## config.mk

```make
export PLATFORM = sky130hd
export DESIGN_NAME = disp_timing_gen
export DESIGN_NICKNAME = d
export VERILOG_FILES = /design/src/rtl/tg_pkg.sv /design/src/rtl/tg_regs.sv /design/src/rtl/tg_axis.sv /design/src/rtl/disp_timing_gen.sv
export SDC_FILE = /design/constraint.sdc
export NUM_CORES = 1
export LEC_CHECK = 0
export ABC_AREA = 1
export BUFFER_PORTS_ARGS = -buffer_cell sky130_fd_sc_hd__buf_2
export CAP_MARGIN = 20
export CORE_ASPECT_RATIO = 0.75
export CORE_MARGIN = 1.5
export CORE_UTILIZATION = 65
export DETAILED_ROUTE_END_ITERATION = 8
export PLACE_DENSITY_LB_ADDON = 0.2
export SYNTH_ARGS = -nofsm -noshare
export SYNTH_HDL_FRONTEND = slang
export SYNTH_SLANG_ARGS = --single-unit
```

## constraint.sdc

```tcl
create_clock -name clk -period 12.1 [get_ports clk]
set_input_delay 1.21 -clock clk [delete_from_list [all_inputs] [get_ports clk]]
set_output_delay 1.21 -clock clk [all_outputs]
set_load 0.005 [all_outputs]
```

## src/rtl/tg_pkg.sv

```systemverilog
package tg_pkg;
    localparam int DATA_W  = 8;
    localparam int ADDR_W  = 4;
    localparam int HREG_W  = 8;
    localparam int HSHIFT  = 3;
    localparam int VACT_W  = 10;
    localparam int VREG_W  = 8;
    localparam int SYNC_W  = 4;
    localparam int POL_BIT = DATA_W - 1;
    localparam int HCNT_W  = HREG_W + 2 + HSHIFT;
    localparam int VCNT_W  = VACT_W + 2;

    typedef enum logic [ADDR_W-1:0] {
        RA_H_ACT    = 4'd0,
        RA_H_BLK    = 4'd1,
        RA_H_STA    = 4'd2,
        RA_H_SYNC   = 4'd3,
        RA_V_ACT_LO = 4'd4,
        RA_V_ACT_HI = 4'd5,
        RA_V_BLK    = 4'd6,
        RA_V_STA    = 4'd7,
        RA_V_SYNC   = 4'd8,
        RA_CTRL     = 4'd9
    } reg_addr_e;

    typedef struct packed {
        logic [HREG_W-1:0] h_act;
        logic [HREG_W-1:0] h_blk;
        logic [HREG_W-1:0] h_sta;
        logic [SYNC_W-1:0] h_wid;
        logic              h_pol;
        logic [VACT_W-1:0] v_act;
        logic [VREG_W-1:0] v_blk;
        logic [VREG_W-1:0] v_sta;
        logic [SYNC_W-1:0] v_wid;
        logic              v_pol;
    } timing_t;
endpackage

```

## src/rtl/tg_regs.sv

```systemverilog
module tg_regs #(
    parameter int H_ACT_RST = 79,
    parameter int H_BLK_RST = 19,
    parameter int H_STA_RST = 1,
    parameter int H_WID_RST = 11,
    parameter int H_POL_RST = 0,
    parameter int V_ACT_RST = 479,
    parameter int V_BLK_RST = 44,
    parameter int V_STA_RST = 9,
    parameter int V_WID_RST = 1,
    parameter int V_POL_RST = 0
) (
    input  logic                      clk,
    input  logic                      rst_n,
    input  logic                      wr_en,
    input  logic [tg_pkg::ADDR_W-1:0] wr_addr,
    input  logic [tg_pkg::DATA_W-1:0] wr_data,
    input  logic                      frame_load,
    output tg_pkg::timing_t           work_o,
    output logic                      blank_o,
    output logic                      passive_o
);
    import tg_pkg::*;

    typedef struct packed {
        timing_t shd;
        timing_t work;
        logic    blank;
        logic    passive;
    } regs_t;

    regs_t r_d, r_q;

    function automatic timing_t rst_timing();
        timing_t t;
        t.h_act = HREG_W'(H_ACT_RST);
        t.h_blk = HREG_W'(H_BLK_RST);
        t.h_sta = HREG_W'(H_STA_RST);
        t.h_wid = SYNC_W'(H_WID_RST);
        t.h_pol = 1'(H_POL_RST);
        t.v_act = VACT_W'(V_ACT_RST);
        t.v_blk = VREG_W'(V_BLK_RST);
        t.v_sta = VREG_W'(V_STA_RST);
        t.v_wid = SYNC_W'(V_WID_RST);
        t.v_pol = 1'(V_POL_RST);
        return t;
    endfunction

    always_comb begin
        r_d = r_q;
        if (frame_load) r_d.work = r_q.shd;
        if (wr_en) begin
            case (wr_addr)
                RA_H_ACT:    r_d.shd.h_act = wr_data;
                RA_H_BLK:    r_d.shd.h_blk = wr_data;
                RA_H_STA:    r_d.shd.h_sta = wr_data;
                RA_H_SYNC: begin
                    r_d.shd.h_wid = wr_data[SYNC_W-1:0];
                    r_d.shd.h_pol = wr_data[POL_BIT];
                end
                RA_V_ACT_LO: r_d.shd.v_act[DATA_W-1:0] = wr_data;
                RA_V_ACT_HI: r_d.shd.v_act[VACT_W-1:DATA_W] = wr_data[VACT_W-DATA_W-1:0];
                RA_V_BLK:    r_d.shd.v_blk = wr_data;
                RA_V_STA:    r_d.shd.v_sta = wr_data;
                RA_V_SYNC: begin
                    r_d.shd.v_wid = wr_data[SYNC_W-1:0];
                    r_d.shd.v_pol = wr_data[POL_BIT];
                end
                RA_CTRL: begin
                    r_d.blank   = wr_data[0];
                    r_d.passive = wr_data[1];
                end
                default: ;
            endcase
        end
    end

    always_ff @(posedge clk) begin
        if (!rst_n) begin
            r_q.shd     <= rst_timing();
            r_q.work    <= rst_timing();
            r_q.blank   <= 1'b0;
            r_q.passive <= 1'b0;
        end else begin
            r_q <= r_d;
        end
    end

    assign work_o    = r_q.work;
    assign blank_o   = r_q.blank;
    assign passive_o = r_q.passive;

    // working timing only moves at a frame boundary
    a_r9_hold: assert property (@(posedge clk) disable iff (!rst_n)
        !frame_load |=> $stable(r_q.work));
endmodule

```

## src/rtl/tg_axis.sv

```systemverilog
module tg_axis #(
    parameter int CNT_W = 13,
    parameter int SH    = 3,
    parameter int ACT_W = 8,
    parameter int BLK_W = 8,
    parameter int STA_W = 8,
    parameter int WID_W = 4
) (
    input  logic             clk,
    input  logic             rst_n,
    input  logic             step,
    input  logic [ACT_W-1:0] act,
    input  logic [BLK_W-1:0] blk,
    input  logic [STA_W-1:0] sta,
    input  logic [WID_W-1:0] wid,
    output logic [CNT_W-1:0] cnt,
    output logic             last,
    output logic             in_act,
    output logic             in_sync
);
    localparam logic [CNT_W-1:0] ONE = CNT_W'(1);

    typedef struct packed {
        logic [CNT_W-1:0] cnt;
    } axis_t;

    axis_t s_d, s_q;
    logic [CNT_W-1:0] act_len, tot_len, sync_beg, sync_end;

    always_comb begin
        act_len  = (CNT_W'(act) + ONE) << SH;
        tot_len  = act_len + ((CNT_W'(blk) + ONE) << SH);
        sync_beg = act_len + ((CNT_W'(sta) + ONE) << SH);
        sync_end = sync_beg + ((CNT_W'(wid) + ONE) << SH);
        last     = (s_q.cnt == tot_len - ONE);
        in_act   = (s_q.cnt < act_len);
        in_sync  = (s_q.cnt >= sync_beg) && (s_q.cnt < sync_end);
        s_d      = s_q;
        if (step) s_d.cnt = last ? '0 : s_q.cnt + ONE;
    end

    always_ff @(posedge clk) begin
        if (!rst_n) s_q <= '0;
        else        s_q <= s_d;
    end

    assign cnt = s_q.cnt;

    // the counter never leaves the programmed period
    a_r2_r4_bound: assert property (@(posedge clk) disable iff (!rst_n)
        s_q.cnt < tot_len);
    // a step on the last position returns to zero
    a_r2_r4_wrap: assert property (@(posedge clk) disable iff (!rst_n)
        (step && last) |=> (s_q.cnt == '0));
    // the sync pulse lies inside the non-display region
    a_r3_r5_sync_in_blank: assert property (@(posedge clk) disable iff (!rst_n)
        in_sync |-> !in_act);
endmodule

```

## src/rtl/disp_timing_gen.sv

```systemverilog
module disp_timing_gen #(
    parameter int H_ACT_RST = 79,
    parameter int H_BLK_RST = 19,
    parameter int H_STA_RST = 1,
    parameter int H_WID_RST = 11,
    parameter int H_POL_RST = 0,
    parameter int V_ACT_RST = 479,
    parameter int V_BLK_RST = 44,
    parameter int V_STA_RST = 9,
    parameter int V_WID_RST = 1,
    parameter int V_POL_RST = 0
) (
    input  logic                      clk,
    input  logic                      rst_n,
    input  logic                      wr_en,
    input  logic [tg_pkg::ADDR_W-1:0] wr_addr,
    input  logic [tg_pkg::DATA_W-1:0] wr_data,
    output logic [tg_pkg::HCNT_W-1:0] h_pos,
    output logic [tg_pkg::VCNT_W-1:0] v_pos,
    output logic                      hsync,
    output logic                      vsync,
    output logic                      de_raw,
    output logic                      de,
    output logic                      vretrace
);
    import tg_pkg::*;

    timing_t work;
    logic    blank, passive;
    logic    h_last, h_act, h_sync;
    logic    v_last, v_act, v_sync;
    logic    frame_load;

    assign frame_load = h_last && v_last;

    tg_regs #(
        .H_ACT_RST(H_ACT_RST), .H_BLK_RST(H_BLK_RST), .H_STA_RST(H_STA_RST),
        .H_WID_RST(H_WID_RST), .H_POL_RST(H_POL_RST),
        .V_ACT_RST(V_ACT_RST), .V_BLK_RST(V_BLK_RST), .V_STA_RST(V_STA_RST),
        .V_WID_RST(V_WID_RST), .V_POL_RST(V_POL_RST)
    ) u_regs (
        .clk(clk), .rst_n(rst_n), .wr_en(wr_en), .wr_addr(wr_addr),
        .wr_data(wr_data), .frame_load(frame_load),
        .work_o(work), .blank_o(blank), .passive_o(passive)
    );

    tg_axis #(
        .CNT_W(HCNT_W), .SH(HSHIFT), .ACT_W(HREG_W), .BLK_W(HREG_W),
        .STA_W(HREG_W), .WID_W(SYNC_W)
    ) u_hax (
        .clk(clk), .rst_n(rst_n), .step(1'b1),
        .act(work.h_act), .blk(work.h_blk), .sta(work.h_sta), .wid(work.h_wid),
        .cnt(h_pos), .last(h_last), .in_act(h_act), .in_sync(h_sync)
    );

    tg_axis #(
        .CNT_W(VCNT_W), .SH(0), .ACT_W(VACT_W), .BLK_W(VREG_W),
        .STA_W(VREG_W), .WID_W(SYNC_W)
    ) u_vax (
        .clk(clk), .rst_n(rst_n), .step(h_last),
        .act(work.v_act), .blk(work.v_blk), .sta(work.v_sta), .wid(work.v_wid),
        .cnt(v_pos), .last(v_last), .in_act(v_act), .in_sync(v_sync)
    );

    // pulse is driven high when polarity bit and passive select differ
    assign hsync    = (work.h_pol ^ passive) ? h_sync : !h_sync;
    assign vsync    = (work.v_pol ^ passive) ? v_sync : !v_sync;
    assign de_raw   = h_act && v_act;
    assign de       = de_raw && !blank;
    assign vretrace = !v_act;

    // blank always wins over the enable window
    a_r8_blank: assert property (@(posedge clk) disable iff (!rst_n)
        blank |-> !de);
    // retrace starts only at the first pixel of a line
    a_r7_rise_at_line_start: assert property (@(posedge clk) disable iff (!rst_n)
        $rose(vretrace) |-> (h_pos == '0));
    // retrace ends only at the first pixel of a frame
    a_r7_fall_at_frame_start: assert property (@(posedge clk) disable iff (!rst_n)
        $fell(vretrace) |-> (h_pos == '0 && v_pos == '0));
endmodule

```

* Word-level counts from Yosys, hierarchy flattened
Index checks and enable logic that the tools add are counted.
Storage, ports and cells: flip-flop bits (word level) 147, input port bits 15, output and inout port bits 30
Cells by class: add/sub/neg operators 18, magnitude comparators 6, equal/unequal tests 11, multiplexer cells 3, bitwise operators 3, reduce and logical (&&, ||, !) cells 21
Operators by type and width (count):
- $add A8 B1 Y9 const B | 5
- $add A13 B13 Y13 | 3
- $add A12 B12 Y12 | 3
- $lt A13 B13 Y1 | 2
- $lt A12 B12 Y1 | 2
- $reduce_and A2 Y1 | 10
- $eq A4 B3 Y1 const B | 4
- $add A13 B1 Y13 const B | 1
- $eq A13 B13 Y1 | 1
- $ge A13 B13 Y1 | 1
- $sub A13 B1 Y13 const B | 1
- $add A12 B1 Y12 const B | 1
- $eq A12 B12 Y1 | 1
- $ge A12 B12 Y1 | 1
- $mux W12 | 1
- $sub A12 B1 Y12 const B | 1
- $add A10 B1 Y11 const B | 1
- $add A4 B1 Y5 const B | 2
- $eq A4 B2 Y1 const B | 2
- $eq A4 B4 Y1 const B | 2
- $logic_and A1 B1 Y1 | 5
- $eq A4 B1 Y1 const B | 1
- $logic_not A1 Y1 | 4
- $logic_not A4 Y1 | 1
- other kinds (4) | 6

* Depth between registers and ports, before layout
Gate-level depths: netlist of the first run.
depth after elaboration 7, gate-level depth with buffers 29, depth with buffers taken out 29

* Cells and area by module
A second synthesis of the first run with hierarchy kept.
Unflattened totals: cells, all modules 1642, area, all modules 11095.6 sq um
By module, submodules not included:
- tg_regs | times used 1, cells each 667, area each 4949.7 sq um, seq. area each 2442.3 sq um
- tg_axis (u_hax) | times used 1, cells each 492, area each 3184.3 sq um, seq. area each 260.2 sq um
- tg_axis (u_vax) | times used 1, cells each 459, area each 2869.0 sq um, seq. area each 240.2 sq um
- disp_timing_gen | times used 1, cells each 24, area each 92.6 sq um, seq. area each 0.0 sq um

* Worst setup path after synthesis of the first run
OpenSTA, ideal clock, no wires.
path type flip-flop to output port, from register u_regs.work_o[52] (netlist name), to output port hsync, arrival 3.548 ns, slack 7.342 ns, cell stages (with the launch flop) 22, path buffers 0, cells stage by stage dfxtp_1 -> ha_1 -> xor2_1 -> ha_1 -> a21o_1 -> a31oi_1 -> xnor2_1 -> ha_1 -> nand2_1 -> nand2_1 -> a21oi_1 -> or2_2 -> nor2_1 -> nand2_1 -> nor2_1 -> xor2_1 -> ha_1 -> a21oi_1 -> o21ai_0 -> a21oi_1 -> nand3_1 -> xor2_1
Between the ends: word-level cells in the longest chain between the ends 7, elaborated cells on any way between the ends 8, those cells by class 3 x add/sub; 2 x order compare; 1 x mux; 2 x reduce/logical
Ends and longest elaborated chain:
- $add A8 B1 Y9 * | line tg_axis.sv:31 | act_len = (CNT_W'(act) + ONE) << SH;
- $add A13 B13 Y13 * | line tg_axis.sv:33 | sync_beg = act_len + ((CNT_W'(sta) + ONE) << SH);
- $add A13 B13 Y13 | line tg_axis.sv:34 | sync_end = sync_beg + ((CNT_W'(wid) + ONE) << SH);
- $lt A13 B13 Y1 | line tg_axis.sv:37 | in_sync = (s_q.cnt >= sync_beg) && (s_q.cnt < sync_end);
- $logic_and A1 B1 Y1 * | line tg_axis.sv:37
- $logic_not A1 Y1 | line disp_timing_gen.sv:66 | assign hsync = (work.h_pol ^ passive) ? h_sync : !h_sync;
- $mux W1 * | line disp_timing_gen.sv:66
- end, declared | line disp_timing_gen.sv:20 | output logic hsync,
Mark *: on every way between the ends. The rest lies on a longest branch, timed or not.

* Worst setup path in the final report of the first run
from register u_regs.work_o[21] (netlist name), to output port vsync
Between the ends: word-level cells in the longest chain between the ends 7, elaborated cells on any way between the ends 8, those cells by class 3 x add/sub; 2 x order compare; 1 x mux; 2 x reduce/logical
Ends and longest elaborated chain:
- $add A10 B1 Y11 * | line tg_axis.sv:31
- $add A12 B12 Y12 * | line tg_axis.sv:33
- $add A12 B12 Y12 | line tg_axis.sv:34
- $lt A12 B12 Y1 | line tg_axis.sv:37
- $logic_and A1 B1 Y1 * | line tg_axis.sv:37
- $logic_not A1 Y1 | line disp_timing_gen.sv:67 | assign vsync = (work.v_pol ^ passive) ? v_sync : !v_sync;
- $mux W1 * | line disp_timing_gen.sv:67
- end, declared | line disp_timing_gen.sv:21 | output logic vsync,
Marks and branches as above.

==> results.json, run 1 <==
{
  "rr_worst_depth": 20,
  "grt_usage_pct": 31.74,
  "reg2reg_slack_ns": 7.19,
  "dp_hpwl_mm": 20.46,
  "tightest_slew_ns": 1.079,
  "synth_common_cells": "372 x nand2_1, 216 x inv_1, 174 x nand3_1, 147 x dfxtp_1, 133 x a21oi_1",
  "hold_viol": 0,
  "drcViolationCount": 0,
  "cp-start-kind": "register",
  "multi_input_area_um2": 7061,
  "postLayoutCoreUtil_pct": 71.49,
  "root_buffer": "clkbuf_16",
  "grt.overflow.total": 0,
  "clock_latency_ns": 0.44,
  "final.fill_count": 1431,
  "synth_cell_types": 39,
  "portBuffers": 44,
  "finalPower_mw": 1.057,
  "wl_per_cell_um": 14.89,
  "fmax_ghz": 0.1681,
  "slew_viol_final": 0,
  "io_pins": 45,
  "wl_mm": 27.90,
  "crit_type": "register to output port",
  "power_switching_mw": 0.2791,
  "synth.top_cell.area_share_pct": 26.56,
  "synth_top_area_cell": "dfxtp_1",
  "start_util_pct": 66.24,
  "yosys_warnings": 0,
  "grt_pass1_wl_mm": 45.32,
  "worstHoldEndpoint": "u_regs.r_q[100]",
  "crit_fanout": 12,
  "drt_iter0_drc": 971,
  "status": "finished, final reports clean",
  "cp_data_required_time_ns": 10.89,
  "intPower_mw": 0.7783,
  "r2r_start": "u_regs.work_o[21]",
  "finalCriticalPeriod_ns": 5.950,
  "pre_cts_ws_ns": 6.680,
  "diodes": 0,
  "die-area_um2": 17840,
  "antenna_found_initial": 0,
  "p_leak_nw": 5.820,
  "cts_tree": "yes",
  "p_comb_share_pct": 3.2,
  "arrival_ns": 4.74,
  "whs_ns": 0.4524,
  "p_sw_share_pct": 26.39,
  "numCtsBuffers": 17,
  "grt_pass1_vias": 9215,
  "core_area_um2": 16720,
  "via_per_inst": 5.594,
  "final_net_count": 1789,
  "synth-seq-cells": 147,
  "drt_pass1_iterations": 5,
  "cts_setup_buffers": 0,
  "htreeDepth": 4,
  "seqCellArea_um2": 2943,
  "endpoint_kind": "output port",
  "netlist_instances": 1628,
  "slew_headroom_pct": 28.06,
  "ir_worst_vdd_uv": 93.55,
  "synthFlopType": "dfxtp_1",
  "cts-resized-gates": 0,
  "setup_ws_ns": 6.150,
  "rows": 41,
  "globalplace.congestion": 0.9050,
  "setup_viol": 0,
  "syn_nets": 1772,
  "cts_sinks": 147,
  "synthArstFlopShare_pct": 0,
  "synth_most_common_cell": "nand2_1",
  "netlist_area_um2": 11080,
  "synth_edf_count": 0,
  "ant_nets": 0,
  "avgSynthCellArea_um2": 6.805,
  "max-cap-violations": 0,
  "powerDensity_nw_per_um2": 88.44,
  "die_x_um": 153.7,
  "num_vias": 10480,
  "die_h_um": 116.1,
  "hold_class": "register to register",
  "seq_area_frac_synth_pct": 26.56,
  "rsz0062_at_grt": "no",
  "regToRegEndpoint": "u_regs.work_o[52]",
  "hold_path_depth": 2,
  "p_clk_share_pct": 50.3,
  "holdCritStartpoint": "u_regs.r_q[100]",
  "area_growth_syn_to_layout_pct": 7.917,
  "grt_max_degree": 118,
  "power_frac_seq_pct": 46.5,
  "synth.area.top_cells": "dfxtp_1 27%, ha_1 14%, nand2_1 13%",
  "setup.worst_path.start": "u_regs.work_o[21]",
  "final_layout_size_suffix_gt1_share_pct": 6.092,
  "finalCritPeriodShare_pct": 49.18,
  "ctsHoldBuffers": 0,
  "tns_ns": 0,
  "fin_worst_skew_ns": 0.01418,
  "clk_pin_slew_ns": 0.07,
  "clk_path_buf_depth": 2
}
[how the worst max path moves through the flow]
| stage | cells past startpoint | slack (ns) | endpoint |
|---|---|---|---|
| 5_1_grt | 24 | 5.75 | vsync |
| 3_5_place_dp | 24 | 6.68 | vsync |
| 6_report | 23 | 6.15 | vsync |
| 2_1_floorplan | 21 | 7.34 | hsync |
| 3_3_place_gp | 23 | 6.83 | vsync |
| 4_1_cts | 23 | 6.20 | vsync |
[layout make-up]
type,count,share of cell area (%)
Tap cell,215,2.250
Clock buffer,17,3.558
Inverter,221,6.939
Clock inverter,15,1.528
Multi-Input combinational cell,1211,59.06
Timing Repair Buffer,47,2.051
Sequential cell,147,24.62
[registers in the layout (all words and copies together) (netlist names)]
name              count
u_regs.r_q           60
u_regs.work_o        60
u_hax.cnt            13
u_vax.cnt            12
u_regs.blank_o        1
u_regs.passive_o      1
[power by group through the flow]
stage          Clock, mW  Sequential (mW)  Combinational (mW)
5_1_grt            0.560            0.492              0.0386
6_report           0.532            0.492              0.0339
3_3_place_gp           0            0.502              0.0327
4_1_cts            0.538            0.491              0.0337
3_5_place_dp           0            0.503              0.0332
2_1_floorplan          0            0.502              0.0218
[cell families (layout without fill, tap and decap cells)]
group,count (synthesis),count (layout),share of synthesized area (%)
AO/OA/AOI/OAI,217,217,10.29
XOR/XNOR,107,107,8.527
adder cells (fa/ha/maj),129,129,14.98
buffers and inverters,270,300,9.747
flip-flops,147,147,26.56
AND/OR/NAND/NOR,758,758,29.90
[through the flow]
| stage | cells | cell area, um2 |
|---|---|---|
| finish | 1873 | 11960 |
| global route | 1873 | 11960 |
| CTS | 1873 | 11960 |
| detailed placement | 1841 | 11350 |
| global placement | 1841 | 11350 |
| floorplan | 1628 | 11080 |
[per-layer routing]
| layer | part of all wire (%) | GRT usage (%) | vias up |
|---|---|---|---|
| li1 | - | - | 5323 |
| met1 | 49 | 46.93 | 4749 |
| met2 | 42 | 48.24 | 375 |
| met3 | 8.3 | 5.535 | 31 |
| met4 | 0.95 | 6.990 | 0 |
| met5 | 0 | 0 | - |
[cell usage in the layout, fill, tap and decap left out, types with 3 or more instances in the layout]
cell,count
inv_6,5
a21oi_1,133
xor2_1,78
clkinv_1,3
nor2_4,3
clkinv_8,6
nor3_1,15
xnor2_1,28
a31oi_1,7
nand2_2,7
nor3b_1,4
dfxtp_1,147
nand2_1,372
or2_2,5
nand4_1,20
nand3_1,174
a21o_1,6
clkbuf_16,17
inv_1,216
o21ai_0,59
nand3b_1,26
o21bai_1,4
buf_2,43
nor2_1,124
nor2_2,4
buf_4,4
ha_1,123
inv_8,3
fa_1,6
[worst max-delay path, stage by stage, from the launching register on]
cell and delay (ns):
dfxtp_1 0.56, ha_1 0.34, xor2_1 0.21, ha_1 0.31, nand2_1 0.11, nor2_1 0.04
nor2_1 0.19, xnor2_1 0.14, ha_1 0.33, inv_1 0.07, o21bai_1 0.24, nand3_1 0.11
nor2_1 0.16, xnor2_1 0.14, ha_1 0.27, a21oi_1 0.16, o21a_1 0.13, o21ai_0 0.09
nand3_1 0.08, nand2_1 0.05, a31oi_1 0.19, nand3_1 0.10, nand2_1 0.12, buf_2 0.12
No activity file was read; power rests on OpenSTA's default activity.
==> inputs of run 2 (changes only) <==
--- a/config.mk
+++ b/config.mk
@@ -10,7 +10,7 @@
 export CAP_MARGIN = 20
 export CORE_ASPECT_RATIO = 0.75
 export CORE_MARGIN = 1.5
-export CORE_UTILIZATION = 65
+export CORE_UTILIZATION = 63
 export DETAILED_ROUTE_END_ITERATION = 8
 export PLACE_DENSITY_LB_ADDON = 0.2
 export SYNTH_ARGS = -nofsm -noshare
==> constraint.sdc (replaced) <==
create_clock -name clk -period 5.75 [get_ports clk]
set_input_delay 0.575 -clock clk [delete_from_list [all_inputs] [get_ports clk]]
set_output_delay 0.575 -clock clk [all_outputs]
set_load 0.005 [all_outputs]
==> run 2 against run 1 <==
Effect of this change: setup slack worse by 5.6 ns; hold slack lost 0.020 ns; clock skew shrank 0.0016 ns; critical path depth shrank 1; utilization down 1.2 points; via count up 0.23%; sequential cell count unchanged; clock-buffer cell count grew 1; power increased by 110%; clock power up 110%; sequential power up 110%; first-iteration DRC count fell by 11%; critical path type unchanged; largest power group unchanged.
==> results.json, run 2 (synthesized netlist as in run 1, its figures left out) <==
{
  "power_frac_seq_pct": 46.5,
  "p_leak_nw": 5.824,
  "globalplace.congestion": 0.9177,
  "endpoint_kind": "output port",
  "setup_viol": 0,
  "slew_headroom_pct": 29.21,
  "drt_iter0_drc": 868,
  "final_layout_size_suffix_gt1_share_pct": 6.088,
  "fmax_ghz": 0.1918,
  "cts_tree": "yes",
  "io_pins": 45,
  "clk_pin_slew_ns": 0.07,
  "start_util_pct": 65.05,
  "whs_ns": 0.4323,
  "tightest_slew_ns": 1.062,
  "arrival_ns": 4.64,
  "crit_fanout": 6,
  "p_clk_share_pct": 50.3,
  "numCtsBuffers": 17,
  "final_net_count": 1790,
  "crit_path_top_delay_cell": "dfxtp_1",
  "rr_worst_depth": 21,
  "p_comb_share_pct": 3.2,
  "powerDensity_nw_per_um2": 185.9,
  "final_common_cell": "nand2_1",
  "final_cell_area_um2": 11970,
  "ant_nets": 0,
  "drcViolationCount": 0,
  "grt_pass1_vias": 9392,
  "layout_common_cells": "372 x nand2_1, 216 x inv_1, 174 x nand3_1",
  "hold_path_depth": 2,
  "hold_viol": 0,
  "pre_cts_ws_ns": 1.014,
  "wl_per_cell_um": 14.74,
  "die-area_um2": 18400,
  "finalCritPeriodShare_pct": 90.69,
  "cts-resized-gates": 0,
  "fin_worst_skew_ns": 0.01261,
  "die_h_um": 117.8,
  "num_vias": 10500,
  "ctsHoldBuffers": 0,
  "portBuffers": 44,
  "tns_ns": 0,
  "p_sw_share_pct": 25.07,
  "drt_pass1_iterations": 5,
  "core_area_um2": 17030,
  "finalCriticalPeriod_ns": 5.215,
  "setup_ws_ns": 0.5353,
  "path_depth": 22,
  "max-cap-violations": 0,
  "root_buffer": "clkbuf_16",
  "dp.cells": 1863,
  "grt_pass1_wl_mm": 45.91,
  "rsz0062_at_grt": "no",
  "fin_cells": 1895,
  "area_growth_syn_to_layout_pct": 8.075,
  "clock_latency_ns": 0.43,
  "placed_cell_area_um2": 11380,
  "via_per_inst": 5.542,
  "ir_worst_vdd_uv": 175.7,
  "antenna_found_initial": 0,
  "crit_type": "register to output port",
  "rows": 41,
  "die_x_um": 156.1,
  "clk_path_buf_depth": 2,
  "grt_max_degree": 118,
  "critPathTopFamily": "simple AND/OR/NAND/NOR gates",
  "path_cells": "nand3_1 -> xor2_1 -> inv_1 -> ha_1 -> a21oi_1 -> nand2_1 -> xor2_1 -> inv_1 -> ha_1 -> a21oi_1 -> or2_2 -> nor2_1 -> nand2_1 -> nor2_1 -> xor2_1 -> ha_1 -> a21oi_1 -> o21ai_0 -> a21oi_1 -> nand3_1 -> xor2_1 -> buf_2",
  "cp_num_buf_inv": 3,
  "wl_mm": 27.94,
  "finalPower_mw": 2.225,
  "cp_data_required_time_ns": 5.18,
  "final.fill_count": 1478,
  "cts_sinks": 147,
  "postLayoutCoreUtil_pct": 70.30,
  "power_switching_mw": 0.5580,
  "cp-start-kind": "register",
  "htreeDepth": 4,
  "grt_usage_pct": 30.95,
  "intPower_mw": 1.667,
  "dp_hpwl_mm": 20.70,
  "cpPeakStageDelay_ns": 0.48,
  "cts_setup_buffers": 0,
  "slew_viol_final": 0,
  "status": "finished, final reports clean",
  "seqCellArea_um2": 2943,
  "grt.overflow.total": 0,
  "hold_class": "primary input to register",
  "multi_input_area_um2": 7061,
  "diodes": 0
}
run 2: cell type report:
type,instances,share of cell area (%)
inverter,221,6.929
sequential,147,24.58
multi-input combinational,1211,58.97
clock inverter,14,1.359
timing repair buffer,48,2.111
tap,236,2.466
clock buffer,18,3.585
run 2: metal layers:
| layer | GRT usage [%] | part of all wire [%] | vias to the layer above | wire length (um) |
|---|---|---|---|---|
| met5 | 0 | 0 | - | 0 |
| met4 | 7.202 | 1.5 | 0 | 428 |
| met3 | 5.891 | 7.6 | 48 | 2126 |
| met2 | 46.25 | 41 | 346 | 11560 |
| met1 | 45.67 | 49 | 4789 | 13820 |
| li1 | - | - | 5319 | - |
run 2: path summary, 6_finish.rpt:
kind                startpoint                 to  slack [ns]
max          u_regs.work_o[52]              hsync        0.54
min                      rst_n  u_regs.work_o[48]        0.43
max reg2reg  u_regs.work_o[21]  u_regs.work_o[29]        1.09
min reg2reg    u_regs.r_q[102]    u_regs.r_q[102]        0.45
run 2: power by group through the flow:
| stage | clock [mW] | sequential (mW) | combinational [mW] |
|---|---|---|---|
| after floorplan | 0 | 1.06 | 0.0458 |
| after global placement | 0 | 1.06 | 0.0687 |
| after detailed placement | 0 | 1.06 | 0.0700 |
| after CTS | 1.13 | 1.03 | 0.0704 |
| after global routing | 1.17 | 1.04 | 0.0804 |
| final | 1.12 | 1.03 | 0.0706 |
run 2: worst register-to-register path, cell delays in order (launching register included):
cell and delay [ns]:
dfxtp_1 0.54, ha_1 0.33, inv_1 0.08, nor2_2 0.16, nand3_1 0.09, nand2_1 0.22
inv_1 0.18, nand2_1 0.14, nand2_1 0.06, ha_1 0.33, inv_1 0.11, o21ai_0 0.15
a31oi_1 0.23, nand3_1 0.10, nand2_1 0.12, nand2_1 0.09, nand2_1 0.08, nand3_1 0.06
nand3b_1 0.50, nor2_4 0.74, nand2_1 0.17, nand3_1 0.11
